**src/rtl/vramp_pkg.sv**
```systemverilog
package vramp_pkg;

  typedef enum logic [1:0] {
    ST_IDLE,
    ST_DWELL,
    ST_SETTLE
  } vr_state_e;

  typedef enum logic [2:0] {
    CMD_NONE,
    CMD_START_DN,  // store input, write input-1
    CMD_STORE,     // store input, no write
    CMD_START_UP,  // write floor
    CMD_DEC,
    CMD_INC
  } vr_cmd_e;

endpackage

```
**src/rtl/vramp_timer.sv**
```systemverilog
module vramp_timer #(
  parameter int unsigned TMR_W = 8
) (
  input  logic             clk_i,
  input  logic             rst_ni,
  input  logic             load_i,
  input  logic [TMR_W-1:0] val_i,
  output logic             zero_o
);

  logic [TMR_W-1:0] cnt_q;

  always_ff @(posedge clk_i or negedge rst_ni) begin
    if (!rst_ni)             cnt_q <= '0;
    else if (load_i)         cnt_q <= val_i;
    else if (cnt_q != '0)    cnt_q <= cnt_q - 1'b1;
  end

  assign zero_o = (cnt_q == '0);

endmodule

```
**src/rtl/vramp_code.sv**
```systemverilog
module vramp_code
  import vramp_pkg::*;
#(
  parameter int unsigned CODE_W = 5,
  parameter int unsigned FLOOR  = 2
) (
  input  logic              clk_i,
  input  logic              rst_ni,
  input  vr_cmd_e           cmd_i,
  input  logic [CODE_W-1:0] cur_i,
  output logic [CODE_W-1:0] code_o,
  output logic              wr_o,
  output logic              cur_above_o,
  output logic              code_above_o,
  output logic              code_below_o,
  output logic              saved_ok_o
);

  localparam logic [CODE_W-1:0] FLOOR_C = CODE_W'(FLOOR);

  logic [CODE_W-1:0] code_q, saved_q;
  logic              wr_q;

  always_ff @(posedge clk_i or negedge rst_ni) begin
    if (!rst_ni) begin
      code_q  <= '0;
      saved_q <= '0;
      wr_q    <= 1'b0;
    end else begin
      wr_q <= 1'b0;
      unique case (cmd_i)
        CMD_START_DN: begin
          saved_q <= cur_i;
          code_q  <= cur_i - 1'b1;
          wr_q    <= 1'b1;
        end
        CMD_STORE:    saved_q <= cur_i;
        CMD_START_UP: begin
          code_q <= FLOOR_C;
          wr_q   <= 1'b1;
        end
        CMD_DEC: begin
          code_q <= code_q - 1'b1;
          wr_q   <= 1'b1;
        end
        CMD_INC: begin
          code_q <= code_q + 1'b1;
          wr_q   <= 1'b1;
        end
        default: ;
      endcase
    end
  end

  assign code_o       = code_q;
  assign wr_o         = wr_q;
  assign cur_above_o  = (cur_i > FLOOR_C);
  assign code_above_o = (code_q > FLOOR_C);
  assign code_below_o = (code_q < saved_q);
  assign saved_ok_o   = (saved_q >= FLOOR_C);

endmodule

```
**src/rtl/vramp_fsm.sv**
```systemverilog
module vramp_fsm
  import vramp_pkg::*;
(
  input  logic    clk_i,
  input  logic    rst_ni,
  input  logic    enter_i,
  input  logic    exit_i,
  input  logic    cur_above_i,
  input  logic    code_above_i,
  input  logic    code_below_i,
  input  logic    saved_ok_i,
  input  logic    tmr_zero_i,
  output vr_cmd_e cmd_o,
  output logic    tmr_load_o,
  output logic    tmr_settle_o,
  output logic    busy_o,
  output logic    done_o
);

  vr_state_e state_q, state_d;
  logic      down_q, down_d;
  logic      done_q, done_d;

  always_comb begin
    state_d      = state_q;
    down_d       = down_q;
    done_d       = 1'b0;
    cmd_o        = CMD_NONE;
    tmr_load_o   = 1'b0;
    tmr_settle_o = 1'b0;
    unique case (state_q)
      ST_IDLE: begin
        if (enter_i) begin
          down_d     = 1'b1;
          tmr_load_o = 1'b1;
          if (cur_above_i) begin
            cmd_o   = CMD_START_DN;
            state_d = ST_DWELL;
          end else begin
            cmd_o        = CMD_STORE;
            tmr_settle_o = 1'b1;
            state_d      = ST_SETTLE;
          end
        end else if (exit_i) begin
          down_d     = 1'b0;
          tmr_load_o = 1'b1;
          if (saved_ok_i) begin
            cmd_o   = CMD_START_UP;
            state_d = ST_DWELL;
          end else begin
            tmr_settle_o = 1'b1;
            state_d      = ST_SETTLE;
          end
        end
      end
      ST_DWELL: begin
        if (tmr_zero_i) begin
          tmr_load_o = 1'b1;
          if (down_q && code_above_i)       cmd_o = CMD_DEC;
          else if (!down_q && code_below_i) cmd_o = CMD_INC;
          else begin
            tmr_settle_o = 1'b1;
            state_d      = ST_SETTLE;
          end
        end
      end
      ST_SETTLE: begin
        if (tmr_zero_i) begin
          done_d  = 1'b1;
          state_d = ST_IDLE;
        end
      end
      default: state_d = ST_IDLE;
    endcase
  end

  always_ff @(posedge clk_i or negedge rst_ni) begin
    if (!rst_ni) begin
      state_q <= ST_IDLE;
      down_q  <= 1'b0;
      done_q  <= 1'b0;
    end else begin
      state_q <= state_d;
      down_q  <= down_d;
      done_q  <= done_d;
    end
  end

  assign busy_o = (state_q != ST_IDLE);
  assign done_o = done_q;

endmodule

```
**src/rtl/vramp_seq.sv**
```systemverilog
module vramp_seq
  import vramp_pkg::*;
#(
  parameter int unsigned CODE_W     = 5,
  parameter int unsigned FLOOR      = 2,
  parameter int unsigned CYC_PER_US = 100,
  parameter int unsigned STEP_US    = 500,
  parameter int unsigned SETTLE_US  = 10000
) (
  input  logic              clk_i,
  input  logic              rst_ni,
  input  logic              enter_i,
  input  logic              exit_i,
  input  logic [CODE_W-1:0] cur_code_i,
  output logic [CODE_W-1:0] code_o,
  output logic              wr_o,
  output logic              busy_o,
  output logic              done_o
);

  localparam int unsigned STEP_CYC   = CYC_PER_US * STEP_US;
  localparam int unsigned SETTLE_CYC = CYC_PER_US * SETTLE_US;
  localparam int unsigned MAX_CYC    = (STEP_CYC > SETTLE_CYC) ? STEP_CYC : SETTLE_CYC;
  localparam int unsigned TMR_W      = $clog2(MAX_CYC + 1);
  localparam logic [TMR_W-1:0] STEP_LD   = TMR_W'(STEP_CYC - 1);
  localparam logic [TMR_W-1:0] SETTLE_LD = TMR_W'(SETTLE_CYC - 1);

  // dwell of one cycle would merge strobes
  if (STEP_CYC < 2)   $error("STEP dwell must be at least 2 cycles");
  if (SETTLE_CYC < 1) $error("settle must be at least 1 cycle");

  vr_cmd_e cmd;
  logic    tmr_load, tmr_settle, tmr_zero;
  logic    cur_above, code_above, code_below, saved_ok;

  vramp_fsm i_fsm (
    .clk_i        (clk_i),
    .rst_ni       (rst_ni),
    .enter_i      (enter_i),
    .exit_i       (exit_i),
    .cur_above_i  (cur_above),
    .code_above_i (code_above),
    .code_below_i (code_below),
    .saved_ok_i   (saved_ok),
    .tmr_zero_i   (tmr_zero),
    .cmd_o        (cmd),
    .tmr_load_o   (tmr_load),
    .tmr_settle_o (tmr_settle),
    .busy_o       (busy_o),
    .done_o       (done_o)
  );

  vramp_code #(
    .CODE_W (CODE_W),
    .FLOOR  (FLOOR)
  ) i_code (
    .clk_i        (clk_i),
    .rst_ni       (rst_ni),
    .cmd_i        (cmd),
    .cur_i        (cur_code_i),
    .code_o       (code_o),
    .wr_o         (wr_o),
    .cur_above_o  (cur_above),
    .code_above_o (code_above),
    .code_below_o (code_below),
    .saved_ok_o   (saved_ok)
  );

  vramp_timer #(
    .TMR_W (TMR_W)
  ) i_timer (
    .clk_i  (clk_i),
    .rst_ni (rst_ni),
    .load_i (tmr_load),
    .val_i  (tmr_settle ? SETTLE_LD : STEP_LD),
    .zero_o (tmr_zero)
  );

endmodule

```
**config.mk**
```make
export PLATFORM = sky130hd
export DESIGN_NAME = vramp_seq
export DESIGN_NICKNAME = d
export VERILOG_FILES = /design/src/rtl/vramp_pkg.sv /design/src/rtl/vramp_timer.sv /design/src/rtl/vramp_code.sv /design/src/rtl/vramp_fsm.sv /design/src/rtl/vramp_seq.sv
export SDC_FILE = /design/constraint.sdc
export NUM_CORES = 1
export LEC_CHECK = 0
export BUFFER_PORTS_ARGS = -buffer_cell sky130_fd_sc_hd__buf_2
export CORE_MARGIN = 4
export CORE_UTILIZATION = 30
export CTS_CLUSTER_DIAMETER = 200
export DETAILED_ROUTE_END_ITERATION = 8
export PLACE_DENSITY = 0.56
export SYNTH_ARGS = -nofsm -noshare
export SYNTH_HDL_FRONTEND = slang
export SYNTH_SLANG_ARGS = --single-unit
```
**constraint.sdc**
```tcl
create_clock -name clk_i -period 4.5 [get_ports clk_i]
set_input_delay 0.9 -clock clk_i [delete_from_list [all_inputs] [get_ports clk_i]]
set_output_delay 0.9 -clock clk_i [all_outputs]
set_load 0.01 [all_outputs]
```
==> impl_results.md, run 1 <==
- Peak VDD IR: 155 uV
- Final core occ: 34.8%
- Post-Synthesis Cells: 250
- Crit path DAT: 3.94 ns
- Worst-Margin Slew: 0.799 ns
- Yosys reg bits: 35
- Chip Width: 94.3 um
- Final setup viols: 0
- Slew headroom: 46.7%
- Vias: 1755
- Starting Density: 30.8%
- WL/cell: 14.0 um
- Xor/xnor share of the synthesized area: 7.84%
- DRT Wirelength: 5090 um
- Share of layout cells above drive strength 1: 12.1%
- Setup tns final: 0 ns
- Crit path kind: register to register
- Hold Crit Class: register to register
- Area growth syn-to-layout: 13.0%
- Outcome: finished clean
- Crit Path Max Fanout: 7
- Post-detail-place hpwl: 3800 um
- EDFF count, synth: 0
- Synth Area in Compound Gates: 14.2%
- Synth area leaders: dfrtp_1 39%, ha_1 6.7%, xnor2_1 4.7%, nand2_1 4.0%, nor2_1 3.9%
- Leak pwr: 1.09 nW
- Post-cts repair resize count: 0
- Setup crit end kind: register
- Met1 usage: 17.7%
- Num rows: 31
- Cell Pwr Density: 605 nW/um2
- Fmax achieved: 269 MHz
- Vias in the first global route: 1699
- CTS sink cnt: 35
- Post-Synth Adder-Cell Area: 7.62%
- First-pass GRT wire length: 8750 um
- First-pass detailed-route iteration total: 4
- Synth top area share: 39.2%
- RSZ-0062 raised after global routing: no
- First DRT Iteration DRCs: 95
- Yosys top cell by area: dfrtp_1
- GRT Residual Overflow: 0
- Max Buffers Root-to-Sink: 2
- Antenna violations before repair: 0
- Num ports: 17
- Most Crowded Layer GR: met2
- Ys async rst share: 100%
- CTS Root Cell: clkbuf_8
- Postcts setup bufs: 0
- Fin. max-slew vios: 0
- Die area: 8890 um2
- # DRC: 0
- Port bufs: 16
- Final Critical Period: 3.71 ns
- Final worst path period share: 82.5%
- GR Util met2: 18.7%
- ANT nets after route: 0
- Final #Nets: 286
- CTS tree: built
- Post-CTS Hold Buffers: 0
- Diodes inserted: 0
- GRT Overall Usage: 12.6%
- Post-synth top flop: dfrtp_1
- Largest family of logic cells by synthesized area: simple AND/OR/NAND/NOR gates
- Yosys cell types: 47
- Yosys Warn Count: 0
- Hold Vio Cnt, Final: 0
- Post-synthesis mux area share: 0.504%
- Clk_lat worst skew: 0.29 ns
- Worst hold slack: 0.517 ns
- Worst Path Required: 4.73 ns
- Worst-path clk slew: 0.07 ns
- Post-Syn Area: 2230 um2
- Sequential share of the synthesized area: 39.2%
- Setup Skew: 0.00515 ns
- Largest net degree at the start of global routing: 36
- Synth Area in Simple Gates: 25.8%
- Global routing usage on met3: 2.56%
- CTS H-tree depth: 2
- Total CTS buffers: 5
- GPL Wtd Cong: 0.791
- Max-cap viol count: 0
- Mean post-synth cell area: 8.93 um2
- Die height: 94.3 um
- Mapped Nets: 272
- Setup crit start kind: register
- Core area: 7250 um2
- Vias/cell: 4.82
per-layer routing:
metal  part of all wire (%)  vias to the layer above
li1                       -                      911
met1                     52                      822
met3                    2.8                        5
met5                      0                        -
met4                    1.5                        0
met2                     44                       17
Yosys cell counts, types with 2 or more instances:
cell      number
nor2_1        23
nor4_1         8
xor2_1         8
or4_1          5
nand2b_1       5
ha_1          12
a21o_1         5
clkbuf_1       6
xnor2_1       12
nor2b_1        2
o211ai_1       3
o21ai_0       16
a211oi_1       2
or2_2          3
a21oi_1       11
a22oi_1        3
nor3_1         9
a31oi_1        3
or3_1          5
nand3_1        9
inv_1         16
and3_1         2
nand2_1       24
dfrtp_1       35
worst max-delay path, stage by stage, from the launching register on:
cell	delay, ns
dfrtp_1	0.43
or4_1	0.70
nor3_4	0.34
nand4_1	0.18
or4_1	0.63
ha_1	0.34
nor2b_1	0.13
o21ai_0	0.14
nand2b_1	0.09
o31a_1	0.11
or4_1	0.46
nand3_1	0.09
cell type report:
| class | count | area, um2 |
|---|---|---|
| Clock buffer | 6 | 72.6 |
| Clock inverter | 2 | 60.1 |
| Fill cell | 745 | 4730 |
| Multi-Input combinational cell | 190 | 1250 |
| Tap cell | 99 | 124 |
| Timing Repair Buffer | 16 | 80.1 |
| Sequential cell | 35 | 876 |
| Inverter | 16 | 60.1 |
state kept, by name, summed over array words and instances (netlist names):
| name | cells |
|---|---|
| i_code.code_o | 5 |
| i_timer.cnt_q | 20 |
| i_fsm.down_q | 1 |
| i_code.wr_o | 1 |
| i_code.saved_q | 5 |
| i_fsm.done_o | 1 |
| i_fsm.state_q | 2 |
metrics by stage:
| stage | cells | cell area [um2] | power (W) | setup slack [ns] |
|---|---|---|---|---|
| 3_5_place_dp | 356 | 2390 | 0.00119 | 0.794 |
| 6_report | 364 | 2520 | 0.00153 | 0.789 |
| 4_1_cts | 364 | 2520 | 0.00154 | 0.780 |
| 3_3_place_gp | 356 | 2390 | 0.00118 | 0.879 |
| 2_1_floorplan | 250 | 2230 | 0.00102 | 1.08 |
| 5_1_grt | 364 | 2520 | 0.00165 | 0.569 |
logic make-up (layout without fill, tap and decap cells):
logic type,count (synthesis),count (layout)
adder cells (fa/ha/maj),13,13
XOR/XNOR,20,20
AO/OA/AOI/OAI,51,51
multiplexers,1,1
flip-flops,35,35
buffers and inverters,25,40
AND/OR/NAND/NOR,105,105
where the power goes:
group	total (W)	internal (W)	switching (W)	leakage [nW]
registers	0.000570	0.000431	0.000139	0.420
logic	0.000616	0.000267	0.000349	0.604
clock network	0.000340	0.000222	0.000119	0.0654
layout by cell type, fill, tap and decap left out, types with 5 or more instances in the layout:
cell	n
buf_2	16
ha_1	12
or3_1	5
nand2_1	24
nand2b_1	5
nor4_1	8
a21oi_1	11
nand3_1	9
nor2_1	23
o21ai_0	16
nor3_1	9
a21o_1	5
clkbuf_8	5
xnor2_1	12
xor2_1	8
dfrtp_1	35
or4_1	5
inv_1	16
worst paths after layout:
check / cells after the start / slack (ns) / endpoint / startpoint
hold / removal: 1 / 0.52 / i_code.saved_q[0] / i_code.saved_q[0]
min in group asynchronous: 1 / 0.69 / i_timer.cnt_q[4] / rst_ni
hold reg to reg: 1 / 0.52 / i_code.saved_q[0] / i_code.saved_q[0]
setup / recovery: 11 / 0.79 / i_code.code_o[4] / i_timer.cnt_q[5]
setup reg to reg: 11 / 0.79 / i_code.code_o[4] / i_timer.cnt_q[5]
max in group asynchronous: 1 / 3.30 / i_code.saved_q[0] / rst_ni
Note: power is estimated with default switching activity, not from simulation.
==> run 2, diff against run 1 <==
clock period = 3.9 ns   (was 4.5 ns; I/O delays follow)
==> run 2 against run 1 <==
Effect of this change: via count up 1.8%; wire length fell by 3.1%; flip-flop and latch count stayed put; core utilization decreased by 0.16 points; first-iteration DRC count is 24% lower; register-to-register slack lost 0.45 ns; worst setup slack got worse by 0.45 ns; critical path depth stayed put; clock skew rose by 0.0022 ns; sequential share of layout area increased by 0.16 points; critical endpoint unchanged.
==> impl_results.md, run 2 (same netlist as run 1, synthesis figures left out) <==
- Worst-path clk slew: 0.07 ns
- Leak pwr: 1.09 nW
- # DRC: 0
- Share of layout cells above drive strength 1: 12.8%
- CTS tree: built
- DRT Wirelength: 4930 um
- Max Buffers Root-to-Sink: 2
- Starting Density: 30.8%
- Chip Width: 94.3 um
- GRT Overall Usage: 12.1%
- Total CTS buffers: 5
- CP Buf/Inv Count: 0
- Final core occ: 34.6%
- Fmax achieved: 281 MHz
- Post-cts repair resize count: 0
- GRT Residual Overflow: 0
- Worst hold slack: 0.510 ns
- CTS sink cnt: 35
- Place WS: 0.233 ns
- First DRT Iteration DRCs: 72
- Critical path's most frequent cell: or4_1
- DP Area: 2390 um2
- Crit-path slowest cell: or4_4
- First-pass detailed-route iteration total: 4
- Antenna violations before repair: 0
- Num rows: 31
- Worst Path Required: 4.13 ns
- CTS Root Cell: clkbuf_8
- Setup tns final: 0 ns
- Post-CTS Hold Buffers: 0
- Hold Crit Class: register to register
- Largest Register: i_timer.cnt_q
- Clk_lat worst skew: 0.29 ns
- Max-cap viol count: 0
- Cell Pwr Density: 679 nW/um2
- Crit Path Max Fanout: 7
- Commonest non-fill, non-tap cell in the layout: dfrtp_1
- Die area: 8890 um2
- Max FFs per register: 20
- CP top delay family: simple AND/OR/NAND/NOR gates
- WL/cell: 13.5 um
- Setup crit end kind: register
- Num ports: 17
- Area growth syn-to-layout: 12.5%
- Final Critical Period: 3.56 ns
- Vias/cell: 4.91
- Critical path cell sequence: or4_4 > nor3_4 > nand4_1 > or4_1 > ha_1 > nor2b_1 > o21ai_0 > nand2b_1 > o31a_1 > or4_1 > nand3_1
- RSZ-0062 raised after global routing: no
- GPL Wtd Cong: 0.803
- Worst setup margin: 0.338 ns
- Setup crit start kind: register
- Outcome: finished clean
- Final #Nets: 286
- CTS H-tree depth: 2
- Vias: 1787
- ANT nets after route: 0
- Crit path DAT: 3.79 ns
- Die height: 94.3 um
- First-pass GRT wire length: 8490 um
- Most frequent cells in the layout: 35 x dfrtp_1, 24 x nand2_1, 23 x nor2_1
- Final setup viols: 0
- Core area: 7250 um2
- Postcts setup bufs: 0
- Fin. max-slew vios: 0
- Slew headroom: 49.4%
- Port bufs: 16
- Crit path kind: register to register
- Post-detail-place hpwl: 3760 um
- Peak VDD IR: 159 uV
- Vias in the first global route: 1679
- Design area: 2510 um2
- Hold Vio Cnt, Final: 0
- Diodes inserted: 0
- Worst stage delay on the critical path: 0.61 ns
- Largest net degree at the start of global routing: 36
- Final worst path period share: 91.3%
- Setup Skew: 0.00737 ns
- Worst-Margin Slew: 0.759 ns
-- run 2: worst paths after layout --
kind                                           to  cells past startpoint  slack, ns         startpoint
min in group asynchronous        i_timer.cnt_q[3]                      1       0.56             rst_ni
max in group asynchronous       i_code.saved_q[0]                      1       2.85             rst_ni
worst min-delay path            i_code.saved_q[0]                      1       0.51  i_code.saved_q[0]
worst min register to register  i_code.saved_q[0]                      1       0.51  i_code.saved_q[0]
worst max-delay path             i_code.code_o[4]                     11       0.34   i_timer.cnt_q[5]
worst max register to register   i_code.code_o[4]                     11       0.34   i_timer.cnt_q[5]
-- run 2: metrics by stage --
step	std cells	total power, W
after floorplan	250	0.00118
after global placement	356	0.00136
after detailed placement	356	0.00137
after CTS	364	0.00172
after global routing	364	0.00185
final	364	0.00171
-- run 2: metal layers --
layer  vias to the layer above  track usage [%]  part of all wire [%]
li1                        908                -                     -
met1                       846             17.3                    50
met2                        26             18.0                    45
met3                         7             1.60                   2.9
met4                         0             5.05                   1.3
met5                         -                0                     0
-- run 2: where the power goes --
group,switching (W),internal [W],leakage [nW],total [W]
clock network,0.000134,0.000207,0.0612,0.000341
logic,0.000400,0.000311,0.605,0.000711
registers,0.000158,0.000498,0.420,0.000656
-- run 2: area by class of cell --
cell class | count | area, um2
timing repair buffer | 16 | 80.1
tap | 99 | 124
sequential | 35 | 876
fill | 770 | 4740
clock inverter | 2 | 35.0
clock buffer | 6 | 82.6
inverter | 16 | 60.1
multi-input combinational | 190 | 1250
